--- src/rtl/dma_credit_sema.sv ---
module dma_credit_sema #(
  parameter int CNT_W   = 8,
  parameter int CNT_LSB = 16,
  parameter int OVF_BIT = 8
) (
  input  logic        clk,
  input  logic        rst_n,
  input  logic        reg_wr,
  input  logic [31:0] reg_wdata,
  output logic [31:0] reg_rdata,
  input  logic        dec_req,
  output logic        dec_ack,
  output logic        stalled
);
  localparam logic [CNT_W:0] CNT_MAX = {1'b0, {CNT_W{1'b1}}};

  logic [CNT_W-1:0] cnt_q;
  logic             ovf_q;
  logic [CNT_W-1:0] add;
  logic [CNT_W:0]   avail, net;
  logic             sat;

  assign add     = reg_wr ? reg_wdata[CNT_W-1:0] : '0;
  assign avail   = {1'b0, cnt_q} + {1'b0, add};
  assign dec_ack = dec_req && (avail != '0);
  assign stalled = dec_req && !dec_ack;
  assign net     = avail - {{CNT_W{1'b0}}, dec_ack};
  assign sat     = net > CNT_MAX;

  always_ff @(posedge clk or negedge rst_n) begin
    if (!rst_n) begin
      cnt_q <= '0;
      ovf_q <= 1'b0;
    end else begin
      cnt_q <= sat ? CNT_MAX[CNT_W-1:0] : net[CNT_W-1:0];
      if (sat)
        ovf_q <= 1'b1;
      else if (reg_wr && reg_wdata[OVF_BIT])
        ovf_q <= 1'b0;
    end
  end

  always_comb begin
    reg_rdata = '0;
    reg_rdata[CNT_LSB +: CNT_W] = cnt_q;
    reg_rdata[OVF_BIT] = ovf_q;
  end
endmodule


--- config.mk ---
export PLATFORM = sky130hd
export DESIGN_NAME = dma_credit_sema
export DESIGN_NICKNAME = d
export VERILOG_FILES = /design/src/rtl/dma_credit_sema.sv
export SDC_FILE = /design/constraint.sdc
export NUM_CORES = 1
export LEC_CHECK = 0
export BUFFER_PORTS_ARGS = -buffer_cell sky130_fd_sc_hd__buf_2
export CORE_MARGIN = 5
export CORE_UTILIZATION = 40
export DETAILED_ROUTE_END_ITERATION = 7
export GPL_TIMING_DRIVEN = 0
export PLACE_DENSITY = 0.74
export SETUP_SLACK_MARGIN = 0.1
export SYNTH_ARGS = -nofsm -noshare
export SYNTH_HDL_FRONTEND = slang
export SYNTH_SLANG_ARGS = --single-unit
export TNS_END_PERCENT = 20
--- constraint.sdc ---
create_clock -name clk -period 4.95 [get_ports clk]
set_clock_uncertainty 0.15 [all_clocks]
set_input_delay 0.7425 -clock clk [delete_from_list [all_inputs] [get_ports clk]]
set_output_delay 0.7425 -clock clk [all_outputs]
set_load 0.01 [all_outputs]
-- Yosys cells after proc, flatten, opt, wreduce, memory -nomap -nowiden
Index checks and enable logic that the tools add are counted.
- bits in latches: 0
- input port bits: 36
- memory bits (read-only): 0
- word-level logic and storage cells: 15
- bits in registers: 9
- memories kept: 0
- RAM bits: 0
- eq/ne operators: 0
- bitwise gates (word level): 0
- magnitude comparators: 1
- add/sub/neg operators: 2
- multiplexer cells: 4
- multiply operators: 0
- shifts and indexed selects: 0
- reductions and logical operators: 6
- divide/modulo/power cells: 0
- operators with widths (kind ; number):
    $mux W8 ; 2
    $add A8 B8 Y9 ; 1
    $gt A9 B8 Y1 const B ; 1
    $reduce_bool A9 Y1 ; 1
    $sub A9 B1 Y9 ; 1
    $logic_and A1 B1 Y1 ; 3
    $mux W1 ; 2
    $reduce_bool A2 Y1 ; 1
    $logic_not A1 Y1 ; 1

-- Depth between registers and ports, before layout
Gate-level depths: netlist (run 1).
- depth after elaboration: 7
- mapped depth: 17
- gate-level depth less buffers: 17

-- Worst setup path before layout (run 1)
OpenSTA, ideal clock, no wires.
- kind: input to register
- start: in reg_wdata[0]
- end: reg ovf_q
- data required time: 4679 ps
- stages: 17
- arrival: 3897 ps
- setup slack: 782 ps
- buffers on the path: 0
- library setup time: 121 ps
- path through: and2_1 > ha_1 > inv_1 > fa_1 > nand2b_1 > a211oi_4 > nor3_1 > o221ai_2 > nor4_1 > nor2b_1 > ha_1 > ha_1 > and2_1 > o21a_1 > nand3_2 > or3_4 > a22o_1
- cells in the longest elaborated chain, start to end: 7
- elaborated cells between the ends (all ways): 8
- ends and longest elaborated chain (what ; line ; text):
    start: declaration ; 9 ; input logic [31:0] reg_wdata,
    $mux W8 * ; 23 ; assign add = reg_wr ? reg_wdata[CNT_W-1:0] : '0;
    $add A8 B8 Y9 * ; 24 ; assign avail = {1'b0, cnt_q} + {1'b0, add};
    $reduce_bool A9 Y1 * ; 25 ; assign dec_ack = dec_req && (avail != '0);
    $logic_and A1 B1 Y1 * ; 25 ;
    net dec_ack ; 12 ; output logic dec_ack,
    $sub A9 B1 Y9 * ; 27 ; assign net = avail - {{CNT_W{1'b0}}, dec_ack};
    $gt A9 B8 Y1 * ; 28 ; assign sat = net > CNT_MAX;
    $mux W1 / $reduce_bool A2 Y1 (equally long branches) ; - ;
    end signal: assignment ; 33 ; ovf_q <= 1'b0;
    end signal: assignment ; 37 ; ovf_q <= 1'b1;
    end signal: assignment ; 39 ; ovf_q <= 1'b0;
    end: declaration ; 18 ; logic ovf_q;
Mark *: on every way through the listed nets, which the timed path passes. The rest lies on a longest branch.
A chain may end at the register's enable or synchronous reset.

-- Worst setup path in the final report (run 1)
- start: in reg_wr
- end: reg ovf_q
- cells in the longest elaborated chain, start to end: 7
- elaborated cells between the ends (all ways): 9
- ends and longest elaborated chain (what ; line ; text):
    start: declaration ; 8 ; input logic reg_wr,
    $mux W8 ; 23 ;
    $add A8 B8 Y9 ; 24 ;
    $reduce_bool A9 Y1 ; 25 ;
    $logic_and A1 B1 Y1 ; 25 ;
    $sub A9 B1 Y9 ; 27 ;
    $gt A9 B8 Y1 ; 28 ;
    $mux W1 / $reduce_bool A2 Y1 (equally long branches) ; - ;
Parallel ways exist; a longest one is shown, timed or not.

==> results.txt, run 1 <==
----------------------------------------------------
[Status]
  Run status ... complete, no violations

[Synthesis]
  Post-synth EDFFs ... 0
  Post-synthesis cell area ... 1149 um2
  Asr flop ratio synth ... 100.0%
  Share of the yosys chip area belonging to registers ... 19.61%
  Synthesized area divided by synthesized cell count ... 8.446 um2
  Biggest area contributors in the synthesized netlist ... sky130_fd_sc_hd__dfrtp_1 (20%), sky130_fd_sc_hd__buf_4 (16%), sky130_fd_sc_hd__ha_1 (11%)
  Flip-flop cell with the highest count after synthesis ... sky130_fd_sc_hd__dfrtp_1
  Synthesis-stage register bit count ... 9
  Largest area contributor in the synthesized netlist ... sky130_fd_sc_hd__dfrtp_1
  Instance count of the mapped netlist ... 136
  Proportion of netlist area held by the largest area contributor ... 19.61%
  Number of unique standard cell types used by synthesis ... 47
  Total number of yosys warnings ... 0

[Detailed routing]
  DRT Pass-1 Iters ... 4
  DRC violation count after routing ... 0
  Vias per inst ... 4.718
  Detailed Route Iter0 Violations ... 47
  Vias after detailed routing ... 1019
  Final antenna-violating net count ... 0
  Per-cell routed wire length ... 11.44 um
  Post-Route WL ... 2.470 mm

[GRT]
  First-pass GRT wire length ... 3.960 mm
  Grt total ovfl ... 0
  Largest net degree at the start of global routing ... 10
  Vias in the first global route ... 934
  All-layer global routing usage ... 11.88%
  Number of antenna violations at the first check in global routing ... 0

[STA]
  Post-route setup slack ... 0.5317 ns
  Count of final max-slew check failures ... 0
  Worst-case headroom to the max-slew limit ... 64.34%
  Final-report setup violation count ... 0
  Setup repair after global routing missed its margin ... no
  Period Utilization, post-route ... 89.26%
  Pin slew with the least headroom to its limit ... 0.5324 ns
  Final hold violation count ... 0
  Time the final worst path needs with I/O delays and setup ... 4.418 ns
  Fmax ... 226.3 MHz
  Total negative slack for setup checks ... 0 ns

[Setup path]
  Worst setup EP type ... flip-flop
  Data arrival time of the critical path ... 4.42 ns
  Dominant delay contributor by cell family on the critical path ... simple AND/OR/NAND/NOR gates
  Largest stage delay on the critical path ... 0.39 ns
  Cell-by-cell trace of the critical path ... buf_2 -> and2_1 -> ha_1 -> inv_1 -> fa_1 -> nand2b_1 -> a211oi_4 -> nor2_1 -> o21ai_0 -> nor4_1 -> nor2b_1 -> ha_1 -> ha_1 -> and2_1 -> o21a_1 -> nand3_2 -> or3_4 -> a22o_1
  Worst setup path class ... primary input to flip-flop
  Data required time of the worst path ... 4.95 ns
  Library cell appearing most often on the critical path ... sky130_fd_sc_hd__ha_1
  Critical path peak fanout ... 9
  Crit-path slowest cell ... sky130_fd_sc_hd__fa_1
  Crit path buf inv count ... 2
  Worst Setup Start Kind ... primary input

[Floorplan]
  Vertical die dimension ... 63.59 um
  I/O pin count ... 70
  Die Footprint ... 4043 um2
  Width of the die ... 63.59 um
  Std cell rows ... 19
  Core region area ... 2758 um2
  Initial cell density of the core ... 41.65%

[Pwr]
  Power density over the cells ... 467.9 nW/um2
  VDD IR-drop max ... 0.0002892 V
  Total leakage power ... 0.0007300 uW

[Cells and area]
  Share of layout cells above drive strength 1 ... 31.89%
  Core Util, Final ... 51.18%
  Antenna cell count ... 0
  Layout overhead on the synthesized area ... 22.88%
  Final Instance Count excl. Fillers ... 216
  Total non-filler cell area in the finished layout ... 1411 um2
  Total number of nets in the final design ... 233

[Place]
  Minimum setup slack after placement ... 0.2570 ns
  Placed inst area ... 1385 um2
  DP Cell Count ... 212
  Buffers added on ports ... 23
  GP Congestion ... 0.8442
  Post-DP HPWL ... 2.102 mm

[Run]
  Count of maximum capacitance violations ... 0

[Min path]
  Class of the tightest hold or removal check ... primary input to asynchronous set/reset pin

[Clock tree]
  PostCTS Resize Cnt ... 0
  Cell at the root of the clock tree ... sky130_fd_sc_hd__clkbuf_4
  Maximum count of clock buffers along a single path ... 2
  Clock tree from TritonCTS ... built
  Number of sinks on the clock net ... 9
  CTS Hold Bufs ... 0
  Clock latency reported for the late side of the worst-skew pair ... 0.26 ns
  Number of levels in the clock H-tree ... 1
  # Post-CTS Setup Buffers ... 0
  Number of clock buffers inserted by TritonCTS ... 3
  Clock transition time at the flip-flop clock pins of the worst setup and hold paths ... 0.07 ns

----------------------------------------------------
## sequential cells by signal, indices dropped and copies added (netlist names)
signal and cells:
ovf_q 1, cnt_q 8
## worst paths after layout
kind                       startpoint  endpoint  slack [ns]  cells past startpoint
hold reg to reg                 ovf_q     ovf_q        0.36                      1
setup reg to reg             cnt_q[0]     ovf_q        0.99                     16
min in group clk                ovf_q     ovf_q        0.36                      1
hold / removal                  rst_n  cnt_q[4]        0.17                      1
max in group asynchronous       rst_n  cnt_q[0]        4.29                      1
setup / recovery               reg_wr     ovf_q        0.53                     18
## final cells by class
class,count,area [um2]
tap,31,38.79
buffer,25,183.9
sequential,9,225.2
fill,282,1346
timing repair buffer,23,115.1
inverter,5,18.77
clock buffer,4,26.28
multi-input combinational,119,803.3
## metrics by stage
step           power, uW  hold slack, ns
2_1_floorplan      487.1          0.2969
3_3_place_gp       587.4          0.3410
3_5_place_dp       593.9          0.3430
4_1_cts            657.4          0.1801
5_1_grt            718.5          0.1713
6_report           660.4          0.1693
## worst reg2reg max path: stages, from the launching register on
cell and delay (ns):
sky130_fd_sc_hd__dfrtp_1 0.34, sky130_fd_sc_hd__ha_1 0.19, sky130_fd_sc_hd__inv_1 0.06, sky130_fd_sc_hd__fa_1 0.39
sky130_fd_sc_hd__nand2b_1 0.21, sky130_fd_sc_hd__a211oi_4 0.30, sky130_fd_sc_hd__nor2_1 0.08, sky130_fd_sc_hd__o21ai_0 0.36
sky130_fd_sc_hd__nor4_1 0.12, sky130_fd_sc_hd__nor2b_1 0.19, sky130_fd_sc_hd__ha_1 0.19, sky130_fd_sc_hd__ha_1 0.15
sky130_fd_sc_hd__and2_1 0.14, sky130_fd_sc_hd__o21a_1 0.23, sky130_fd_sc_hd__nand3_2 0.12, sky130_fd_sc_hd__or3_4 0.38
sky130_fd_sc_hd__a22o_1 0.24
## placed cells by master (no fill, tap or decap), types with 2 or more instances in the layout
| cell | n |
|---|---|
| sky130_fd_sc_hd__a21bo_1 | 2 |
| sky130_fd_sc_hd__xor2_1 | 3 |
| sky130_fd_sc_hd__nand2_1 | 7 |
| sky130_fd_sc_hd__buf_4 | 24 |
| sky130_fd_sc_hd__clkbuf_4 | 3 |
| sky130_fd_sc_hd__nand3_1 | 3 |
| sky130_fd_sc_hd__a21oi_1 | 9 |
| sky130_fd_sc_hd__inv_1 | 5 |
| sky130_fd_sc_hd__conb_1 | 23 |
| sky130_fd_sc_hd__nor2_1 | 5 |
| sky130_fd_sc_hd__nor2b_1 | 2 |
| sky130_fd_sc_hd__and2_1 | 9 |
| sky130_fd_sc_hd__nor3_1 | 3 |
| sky130_fd_sc_hd__o21a_1 | 2 |
| sky130_fd_sc_hd__clkbuf_1 | 2 |
| sky130_fd_sc_hd__buf_2 | 23 |
| sky130_fd_sc_hd__dfrtp_1 | 9 |
| sky130_fd_sc_hd__and3_1 | 4 |
| sky130_fd_sc_hd__nand2b_1 | 3 |
| sky130_fd_sc_hd__a21o_1 | 2 |
| sky130_fd_sc_hd__nor4_1 | 2 |
| sky130_fd_sc_hd__o21ai_0 | 4 |
| sky130_fd_sc_hd__ha_1 | 10 |
## report_power, final
| part | total [uW] | internal, uW | leakage (uW) | switching (uW) |
|---|---|---|---|---|
| clock | 58.9 | 31.1 | 0.0000150 | 27.8 |
| combinational | 475 | 200 | 0.000621 | 276 |
| sequential | 126 | 108 | 0.0000945 | 18.5 |
| total | 660 | 338 | 0.000730 | 322 |
## cell families after synthesis
family | count (synthesis) | synth area share, %
and+or+nand+nor | 49 | 24.95
buffers and inverters | 30 | 17.65
AOI/OAI and AO/OA | 30 | 19.50
xor gates and xnor gates | 5 | 4.467
muxes | 1 | 0.8715
other | 1 | 0.3265
DFF | 9 | 19.61
adders and majority gates | 11 | 12.64
## cell usage after synthesis (all sizes together), types with 3 or more instances
library cell  number
o21ai              5
nor2               6
xor2               3
and2               9
nand2              8
and3               4
dfrtp              9
buf               24
a21oi              9
o21a               3
inv                5
nor3               4
ha                10
nand2b             3
nand3              4
## routing by layer
metal  up-vias  GRT usage, %  wire length, um
met5         -             0                0
met1       443         15.21             1088
met4         0         4.675               38
li1        533             -                -
met2        38         19.92             1204
met3         5         1.599              138
Note: power is estimated with default switching activity, not from simulation.
==> run 2, diff against run 1 <==
--- a/config.mk
+++ b/config.mk
@@ -7,10 +7,10 @@
 export LEC_CHECK = 0
 export BUFFER_PORTS_ARGS = -buffer_cell sky130_fd_sc_hd__buf_2
 export CORE_MARGIN = 5
-export CORE_UTILIZATION = 40
+export CORE_UTILIZATION = 43
 export DETAILED_ROUTE_END_ITERATION = 7
 export GPL_TIMING_DRIVEN = 0
-export PLACE_DENSITY = 0.74
+export PLACE_DENSITY = 0.79
 export SETUP_SLACK_MARGIN = 0.1
 export SYNTH_ARGS = -nofsm -noshare
 export SYNTH_HDL_FRONTEND = slang
==> constraint.sdc (replaced) <==
create_clock -name clk -period 4.95 [get_ports clk]
set_clock_uncertainty 0.15 [all_clocks]
set_input_delay 0.2475 -clock clk [delete_from_list [all_inputs] [get_ports clk]]
set_output_delay 0.2475 -clock clk [all_outputs]
set_load 0.01 [all_outputs]
==> run 2 against run 1 <==
Compared with the run above: power up 0.34%; highest routed layer unchanged; critical path depth down 2; setup slack better by 0.42 ns; critical endpoint unchanged; critical path type is now flip-flop to flip-flop; largest cell class unchanged; global-route usage up 2.8 points; first-iteration DRC count up 28%; wire length up 3.8%; hold slack worse by 0.049 ns.
==> results.txt, run 2 (same netlist as run 1, synthesis figures left out) <==
----------------------------------------------------
[Setup path]
  Largest stage delay on the critical path ... 0.40 ns (about the same)
  Worst setup path class ... flip-flop to flip-flop
  Data required time of the worst path ... 4.96 ns (about the same)
  Worst Setup Start Kind ... flip-flop
  Crit-path slowest cell ... sky130_fd_sc_hd__fa_1
  Cell-by-cell trace of the critical path ... ha_1 -> inv_1 -> fa_1 -> nand2b_1 -> a211oi_4 -> nor2_1 -> o21ai_0 -> nor4_1 -> nor2b_1 -> ha_1 -> ha_1 -> and2_1 -> o21a_1 -> nand3_2 -> or3_4 -> a22o_1
  Worst setup EP type ... flip-flop
  Library cell appearing most often on the critical path ... sky130_fd_sc_hd__ha_1
  Data arrival time of the critical path ... 4.01 ns (-0.41 ns)
  Critical path peak fanout ... 4 (-5)

[Detailed routing]
  Final antenna-violating net count ... 0 (unchanged)
  DRC violation count after routing ... 0 (unchanged)
  Vias per inst ... 4.958 (+5.1%)
  Per-cell routed wire length ... 11.88 um (+3.8%)
  Detailed Route Iter0 Violations ... 60 (+28%)
  Post-Route WL ... 2.565 mm (+3.8%)
  Vias after detailed routing ... 1071 (+5.1%)
  DRT Pass-1 Iters ... 4 (unchanged)

[Place]
  GP Congestion ... 0.8477 (+0.41%)
  Buffers added on ports ... 23 (unchanged)
  DP Cell Count ... 211 (-0.47%)
  Minimum setup slack after placement ... 0.6917 ns (+0.4347 ns)
  Post-DP HPWL ... 2.202 mm (+4.8%)

[Clock tree]
  CTS Hold Bufs ... 1 (+1)
  Number of levels in the clock H-tree ... 1 (unchanged)
  Number of clock buffers inserted by TritonCTS ... 3 (unchanged)
  # Post-CTS Setup Buffers ... 0 (unchanged)
  Cell at the root of the clock tree ... sky130_fd_sc_hd__clkbuf_4
  Clock transition time at the flip-flop clock pins of the worst setup and hold paths ... 0.06 ns (about the same)
  Clock tree from TritonCTS ... built
  Clock latency reported for the late side of the worst-skew pair ... 0.27 ns (about the same)
  Maximum count of clock buffers along a single path ... 2 (unchanged)
  PostCTS Resize Cnt ... 0 (unchanged)
  Number of sinks on the clock net ... 9 (unchanged)

[Cells and area]
  Max reg flops ... 8 (unchanged)
  Total number of nets in the final design ... 234 (+0.43%)
  Top library cells by usage in the layout, fill and taps aside ... sky130_fd_sc_hd__buf_4 (24), sky130_fd_sc_hd__conb_1 (23), sky130_fd_sc_hd__buf_2 (23), sky130_fd_sc_hd__ha_1 (10)
  Leading cell type in the layout, fill and taps excluded ... sky130_fd_sc_hd__buf_4
  Layout overhead on the synthesized area ... 23.64%
  Antenna cell count ... 0 (unchanged)
  Final Instance Count excl. Fillers ... 216 (unchanged)
  Largest registers ... cnt_q (8), ovf_q (1)
  Register with the highest flop count ... cnt_q
  Share of layout cells above drive strength 1 ... 31.72% (-0.17 points)

[Floorplan]
  Vertical die dimension ... 61.69 um (-3.0%)
  I/O pin count ... 70 (unchanged)
  Width of the die ... 61.69 um (-3.0%)
  Die Footprint ... 3805 um2 (-5.9%)
  Initial cell density of the core ... 45.54% (+3.9 points)
  Core region area ... 2522 um2 (-8.5%)
  Std cell rows ... 18 (-1)

[GRT]
  Vias in the first global route ... 1075 (+15%)
  Met1 demand-to-capacity share in global routing ... 17.49% (+2.3 points)
  Global-route met3 utilization ... 1.468% (-0.13 points)
  Largest net degree at the start of global routing ... 10 (unchanged)
  Top Usage Layer GRT ... met2
  Grt total ovfl ... 0 (unchanged)
  Number of antenna violations at the first check in global routing ... 0 (unchanged)
  First-pass GRT wire length ... 4.278 mm (+8.0%)
  Met2 routing resource usage after global routing ... 26.16% (+6.2 points)
  All-layer global routing usage ... 14.69% (+2.8 points)

[Pwr]
  Power density over the cells ... 466.6 nW/um2 (-0.28%)
  VDD IR-drop max ... 0.0002654 V (-8.2%)
  Overall power ... 662.6 uW (+0.34%)
  Total leakage power ... 0.0007342 uW (+0.57%)

[Min path]
  Class of the tightest hold or removal check ... primary input to flip-flop

[STA]
  Worst-case headroom to the max-slew limit ... 62.71% (-1.6 points)
  Final-report setup violation count ... 0 (unchanged)
  Total negative slack for setup checks ... 0 ns (unchanged)
  Worst slack on hold paths ... 0.1201 ns (-0.04924 ns)
  Fmax ... 249.9 MHz (+10%)
  Pin slew with the least headroom to its limit ... 0.5567 ns (+0.02433 ns)
  Count of final max-slew check failures ... 0 (unchanged)
  Setup repair after global routing missed its margin ... no
  Period Utilization, post-route ... 80.85% (-8.4 points)
  Final hold violation count ... 0 (unchanged)
  Time the final worst path needs with I/O delays and setup ... 4.002 ns (-0.4163 ns)
  Post-route setup slack ... 0.9479 ns (+0.4163 ns)

[Run]
  Count of maximum capacitance violations ... 0 (unchanged)

[Status]
  Run status ... complete, no violations

----------------------------------------------------
==> run 2: cell types whose count changed in the layout (fill, tap and decap cells not counted) <==
cell,before,now
sky130_fd_sc_hd__dlygate4sd3_1,0,1
==> run 2: metrics by stage <==
step           instance area, um2  util [%]
6_report                     1420     56.30
5_1_grt                      1420     56.30
3_5_place_dp                 1384     54.86
4_1_cts                      1420     56.30
3_3_place_gp                 1384     54.86
2_1_floorplan                1231         -
==> run 2: final cells by class <==
type	instances	area (um2)
fillers	247	1102
multi-input cells	119	803.3
flip-flops and latches	9	225.2
plain buffers	25	183.9
repair buffers	24	125.1
well taps	30	37.54
clock buffers	4	26.28
inverters	5	18.77
==> run 2: report_power, final <==
part           switching, uW  internal [uW]  total (uW)
logic                    276            201         477
clock network           27.6           31.2        58.7
registers               19.1            108         127
total                    323            340         663
==> run 2: worst max-delay path: cells and delay by family (launching register included) <==
family / cells / cell delay, ns
adder cells (fa/ha/maj): 4 / 0.94
AND/OR/NAND/NOR: 7 / 1.26
AO/OA/AOI/OAI: 4 / 1.12
buffers and inverters: 1 / 0.07
flip-flops: 1 / 0.35
==> run 2: path summary, 6_finish.rpt <==
check	start	endpoint	slack (ns)	cells past startpoint
min	reg_wdata[8]	ovf_q	0.12	3
max reg2reg	cnt_q[0]	ovf_q	0.95	16
min reg2reg	ovf_q	ovf_q	0.36	1
min in group asynchronous	rst_n	cnt_q[3]	0.22	2
max in group asynchronous	rst_n	cnt_q[6]	4.24	2
max	cnt_q[0]	ovf_q	0.95	16
==> run 2: per-layer routing <==
layer / vias to the layer above / share of wire, %
li1: 533 / -
met2: 36 / 49
met5: - / 0
met3: 6 / 5.8
met4: 0 / 2.5
met1: 496 / 43
==> run 3, diff against run 2 <==
==> constraint.sdc (replaced) <==
create_clock -name clk -period 3.7 [get_ports clk]
set_clock_uncertainty 0.15 [all_clocks]
set_input_delay 0.185 -clock clk [delete_from_list [all_inputs] [get_ports clk]]
set_output_delay 0.185 -clock clk [all_outputs]
set_load 0.01 [all_outputs]
==> run 3 against run 2 <==
Compared with the run above: first-iteration DRC count is 13% lower; setup slack worse by 0.91 ns; non-clock buffer count is 8 higher; count of clock-buffer cells in the layout is 1 lower; final cell count is 3.7% higher; design area is 11% higher; via count is 3.3% higher; largest power group unchanged; wire length is 17% higher; sequential cell count stayed put; global-route usage is 1.1 points higher; combinational power is 64% higher; sequential share of layout area is 1.6 points lower.
==> results.txt, run 3 (same netlist as run 1, synthesis figures left out) <==
----------------------------------------------------
[Setup path]
  Data arrival time of the critical path ... 3.68 ns (-0.33 ns)
  Worst setup EP type ... flip-flop
  Largest stage delay on the critical path ... 0.40 ns (about the same)
  Critical path peak fanout ... 4 (unchanged)
  Worst Setup Start Kind ... flip-flop
  Dominant delay contributor by cell family on the critical path ... simple AND/OR/NAND/NOR gates
  Cell-by-cell trace of the critical path ... ha_4 -> inv_1 -> fa_2 -> nand2b_4 -> a211oi_4 -> nor3_2 -> o221ai_2 -> nor4_2 -> nor2b_2 -> ha_2 -> ha_2 -> and2_4 -> o21a_1 -> nand3_2 -> or3_4 -> a22o_1
  Crit path buf inv count ... 1 (unchanged)
  Logic depth of the worst path, buffers included ... 16 (unchanged)
  Logic depth of the worst register-to-register path ... 16 (unchanged)
  Crit-path slowest cell ... sky130_fd_sc_hd__or3_4
  Library cell appearing most often on the critical path ... sky130_fd_sc_hd__ha_2
  Data required time of the worst path ... 3.72 ns (-1.24 ns)
  Worst setup path class ... flip-flop to flip-flop

[Cells and area]
  Total non-filler cell area in the finished layout ... 1574 um2 (+11%)
  Register with the highest flop count ... cnt_q
  Layout overhead on the synthesized area ... 37.04%
  Antenna cell count ... 0 (unchanged)
  Largest registers ... cnt_q (8), ovf_q (1)
  Leading cell type in the layout, fill and taps excluded ... sky130_fd_sc_hd__buf_4
  Total number of nets in the final design ... 242 (+3.4%)
  Max reg flops ... 8 (unchanged)
  Area occupied by multi-input gates ... 894.6 um2 (+11%)
  Number of fillers in the final layout ... 219 (-11%)
  Core Util, Final ... 62.40% (+6.1 points)
  Top library cells by usage in the layout, fill and taps aside ... sky130_fd_sc_hd__buf_4 (32), sky130_fd_sc_hd__conb_1 (23), sky130_fd_sc_hd__buf_2 (23), sky130_fd_sc_hd__dfrtp_1 (9), sky130_fd_sc_hd__and2_1 (8)
  Share of layout cells above drive strength 1 ... 44.33% (+13 points)
  Sequential cell area in the final layout ... 225.2 um2 (unchanged)
  Final Instance Count excl. Fillers ... 224 (+3.7%)

[Floorplan]
  Die Footprint ... 3805 um2 (unchanged)
  I/O pin count ... 70 (unchanged)
  Width of the die ... 61.69 um (unchanged)
  Core region area ... 2522 um2 (unchanged)
  Std cell rows ... 18 (unchanged)
  Vertical die dimension ... 61.69 um (unchanged)
  Initial cell density of the core ... 45.54% (unchanged)

[Place]
  Post-DP HPWL ... 2.273 mm (+3.2%)
  Placed inst area ... 1413 um2 (+2.1%)
  DP Cell Count ... 211 (unchanged)
  GP Congestion ... 0.8260 (-2.6%)
  Buffers added on ports ... 23 (unchanged)

[Detailed routing]
  Detailed-route wire length on metal 1 ... 1.114 mm (+1.9%)
  Vias after detailed routing ... 1106 (+3.3%)
  Sum of met3 wire segment lengths after detailed routing ... 171 um (+14%)
  Vias per inst ... 4.938 (-0.42%)
  Per-cell routed wire length ... 13.35 um (+12%)
  Post-Route WL ... 2.991 mm (+17%)
  Detailed Route Iter0 Violations ... 52 (-13%)
  Met2 WL post-DR ... 1.642 mm (+31%)
  DRT Pass-1 Iters ... 4 (unchanged)
  Highest routed metal layer ... met4
  DRC violation count after routing ... 0 (unchanged)
  Final antenna-violating net count ... 0 (unchanged)

[Pwr]
  Part of the power in combinational logic ... 75.2% (+3.2 points)
  Clock network power share ... 7.8% (-1.1 points)
  Switching Share ... 48.75% (about the same)
  Switching power of the nets ... 505.8 uW (+57%)
  Total leakage power ... 0.0007894 uW (+7.5%)
  Overall power ... 1037 uW (+57%)
  Cell-internal power ... 531.7 uW (+57%)
  VDD IR-drop max ... 0.0004209 V (+59%)
  Power share of the sequential group ... 17.0% (-2.2 points)
  Power density over the cells ... 659.1 nW/um2 (+41%)

[STA]
  Final hold violation count ... 0 (unchanged)
  Final-report setup violation count ... 0 (unchanged)
  Worst-case headroom to the max-slew limit ... 60.65% (-2.1 points)
  Pin slew with the least headroom to its limit ... 0.5875 ns (+0.03083 ns)
  Fmax ... 273.3 MHz (+9.4%)
  Period Utilization, post-route ... 98.90% (+18 points)
  Time the final worst path needs with I/O delays and setup ... 3.659 ns (-0.3426 ns)
  Count of final max-slew check failures ... 0 (unchanged)
  Setup repair after global routing missed its margin ... yes

[GRT]
  Grt total ovfl ... 0 (unchanged)
  First-pass GRT wire length ... 4.271 mm (-0.16%)
  All-layer global routing usage ... 15.78% (+1.1 points)
  Largest net degree at the start of global routing ... 10 (unchanged)
  Number of antenna violations at the first check in global routing ... 0 (unchanged)
  Vias in the first global route ... 1006 (-6.4%)

[Clock tree]
  Number of sinks on the clock net ... 9 (unchanged)
  Number of levels in the clock H-tree ... 1 (unchanged)
  Clock latency reported for the late side of the worst-skew pair ... 0.28 ns (about the same)
  Maximum count of clock buffers along a single path ... 2 (unchanged)
  Clock transition time at the flip-flop clock pins of the worst setup and hold paths ... 0.07 ns (about the same)
  Clock tree from TritonCTS ... built
  Number of clock buffers inserted by TritonCTS ... 3 (unchanged)
  Cell at the root of the clock tree ... sky130_fd_sc_hd__clkbuf_4

[Min path]
  Class of the tightest hold or removal check ... primary input to flip-flop
  Hold Path Stages ... 3 (unchanged)

[Run]
  Count of maximum capacitance violations ... 0 (unchanged)

[Status]
  Run status ... complete, no violations

----------------------------------------------------
run 3: path summary, 6_finish.rpt:
kind | slack [ns] | to | from
min in group asynchronous | 0.13 | cnt_q[1] | rst_n
worst min register to register | 0.43 | ovf_q | ovf_q
max in group asynchronous | 3.08 | cnt_q[6] | rst_n
worst min-delay path | 0.09 | ovf_q | reg_wdata[8]
worst max-delay path | 0.04 | ovf_q | cnt_q[0]
worst max register to register | 0.04 | ovf_q | cnt_q[0]
run 3: per-layer routing:
metal | global-route usage (%) | vias up
met3 | 2.096 | 4
met2 | 30.04 | 41
met4 | 10.30 | 0
met1 | 15.66 | 509
met5 | 0 | -
li1 | - | 552
run 3: final cells by class:
type / count / share of cell area, %
well taps: 30 / 2.385
plain buffers: 25 / 11.76
clock inverters: 1 / 0.3180
flip-flops and latches: 9 / 14.31
clock buffers: 3 / 1.431
repair buffers: 32 / 11.76
multi-input cells: 119 / 56.84
inverters: 5 / 1.192
run 3: what timing repair did:
action / in CTS / in global routing
pin swaps: 3 / 10
setup buffers: 3 / 5
gates resized for setup: 4 / 11
hold buffers: 1 / 0
endpoints found under the hold margin: 9 / 0
endpoints found under the setup margin: 6 / 7
run 3: power by group through the flow:
stage | Sequential (uW) | Clock [uW] | Combinational (uW)
floorplan | 187 | 0 | 482
global placement | 169 | 0 | 622
detailed placement | 174 | 0 | 653
CTS | 173 | 78.7 | 685
global route | 181 | 84.2 | 854
finish | 177 | 80.7 | 780
run 3: tightest hold or removal path: stages:
cell	delay [ns]
sky130_fd_sc_hd__buf_2	0.09
sky130_fd_sc_hd__nand2_1	0.06
sky130_fd_sc_hd__a22o_1	0.14
run 3: metrics by stage:
| step | setup WS [ns] | hold WS, ns | setup TNS, ns |
|---|---|---|---|
| 6_report | 0.04054 | 0.08675 | 0 |
| 5_1_grt | -0.09670 | 0.1023 | -0.2836 |
| 4_1_cts | 0.1250 | 0.08216 | 0 |
| 3_5_place_dp | -0.3352 | -0.1058 | -1.577 |
| 3_3_place_gp | -0.2603 | -0.1099 | -1.228 |
| 2_1_floorplan | 0.07689 | -0.2606 | 0 |
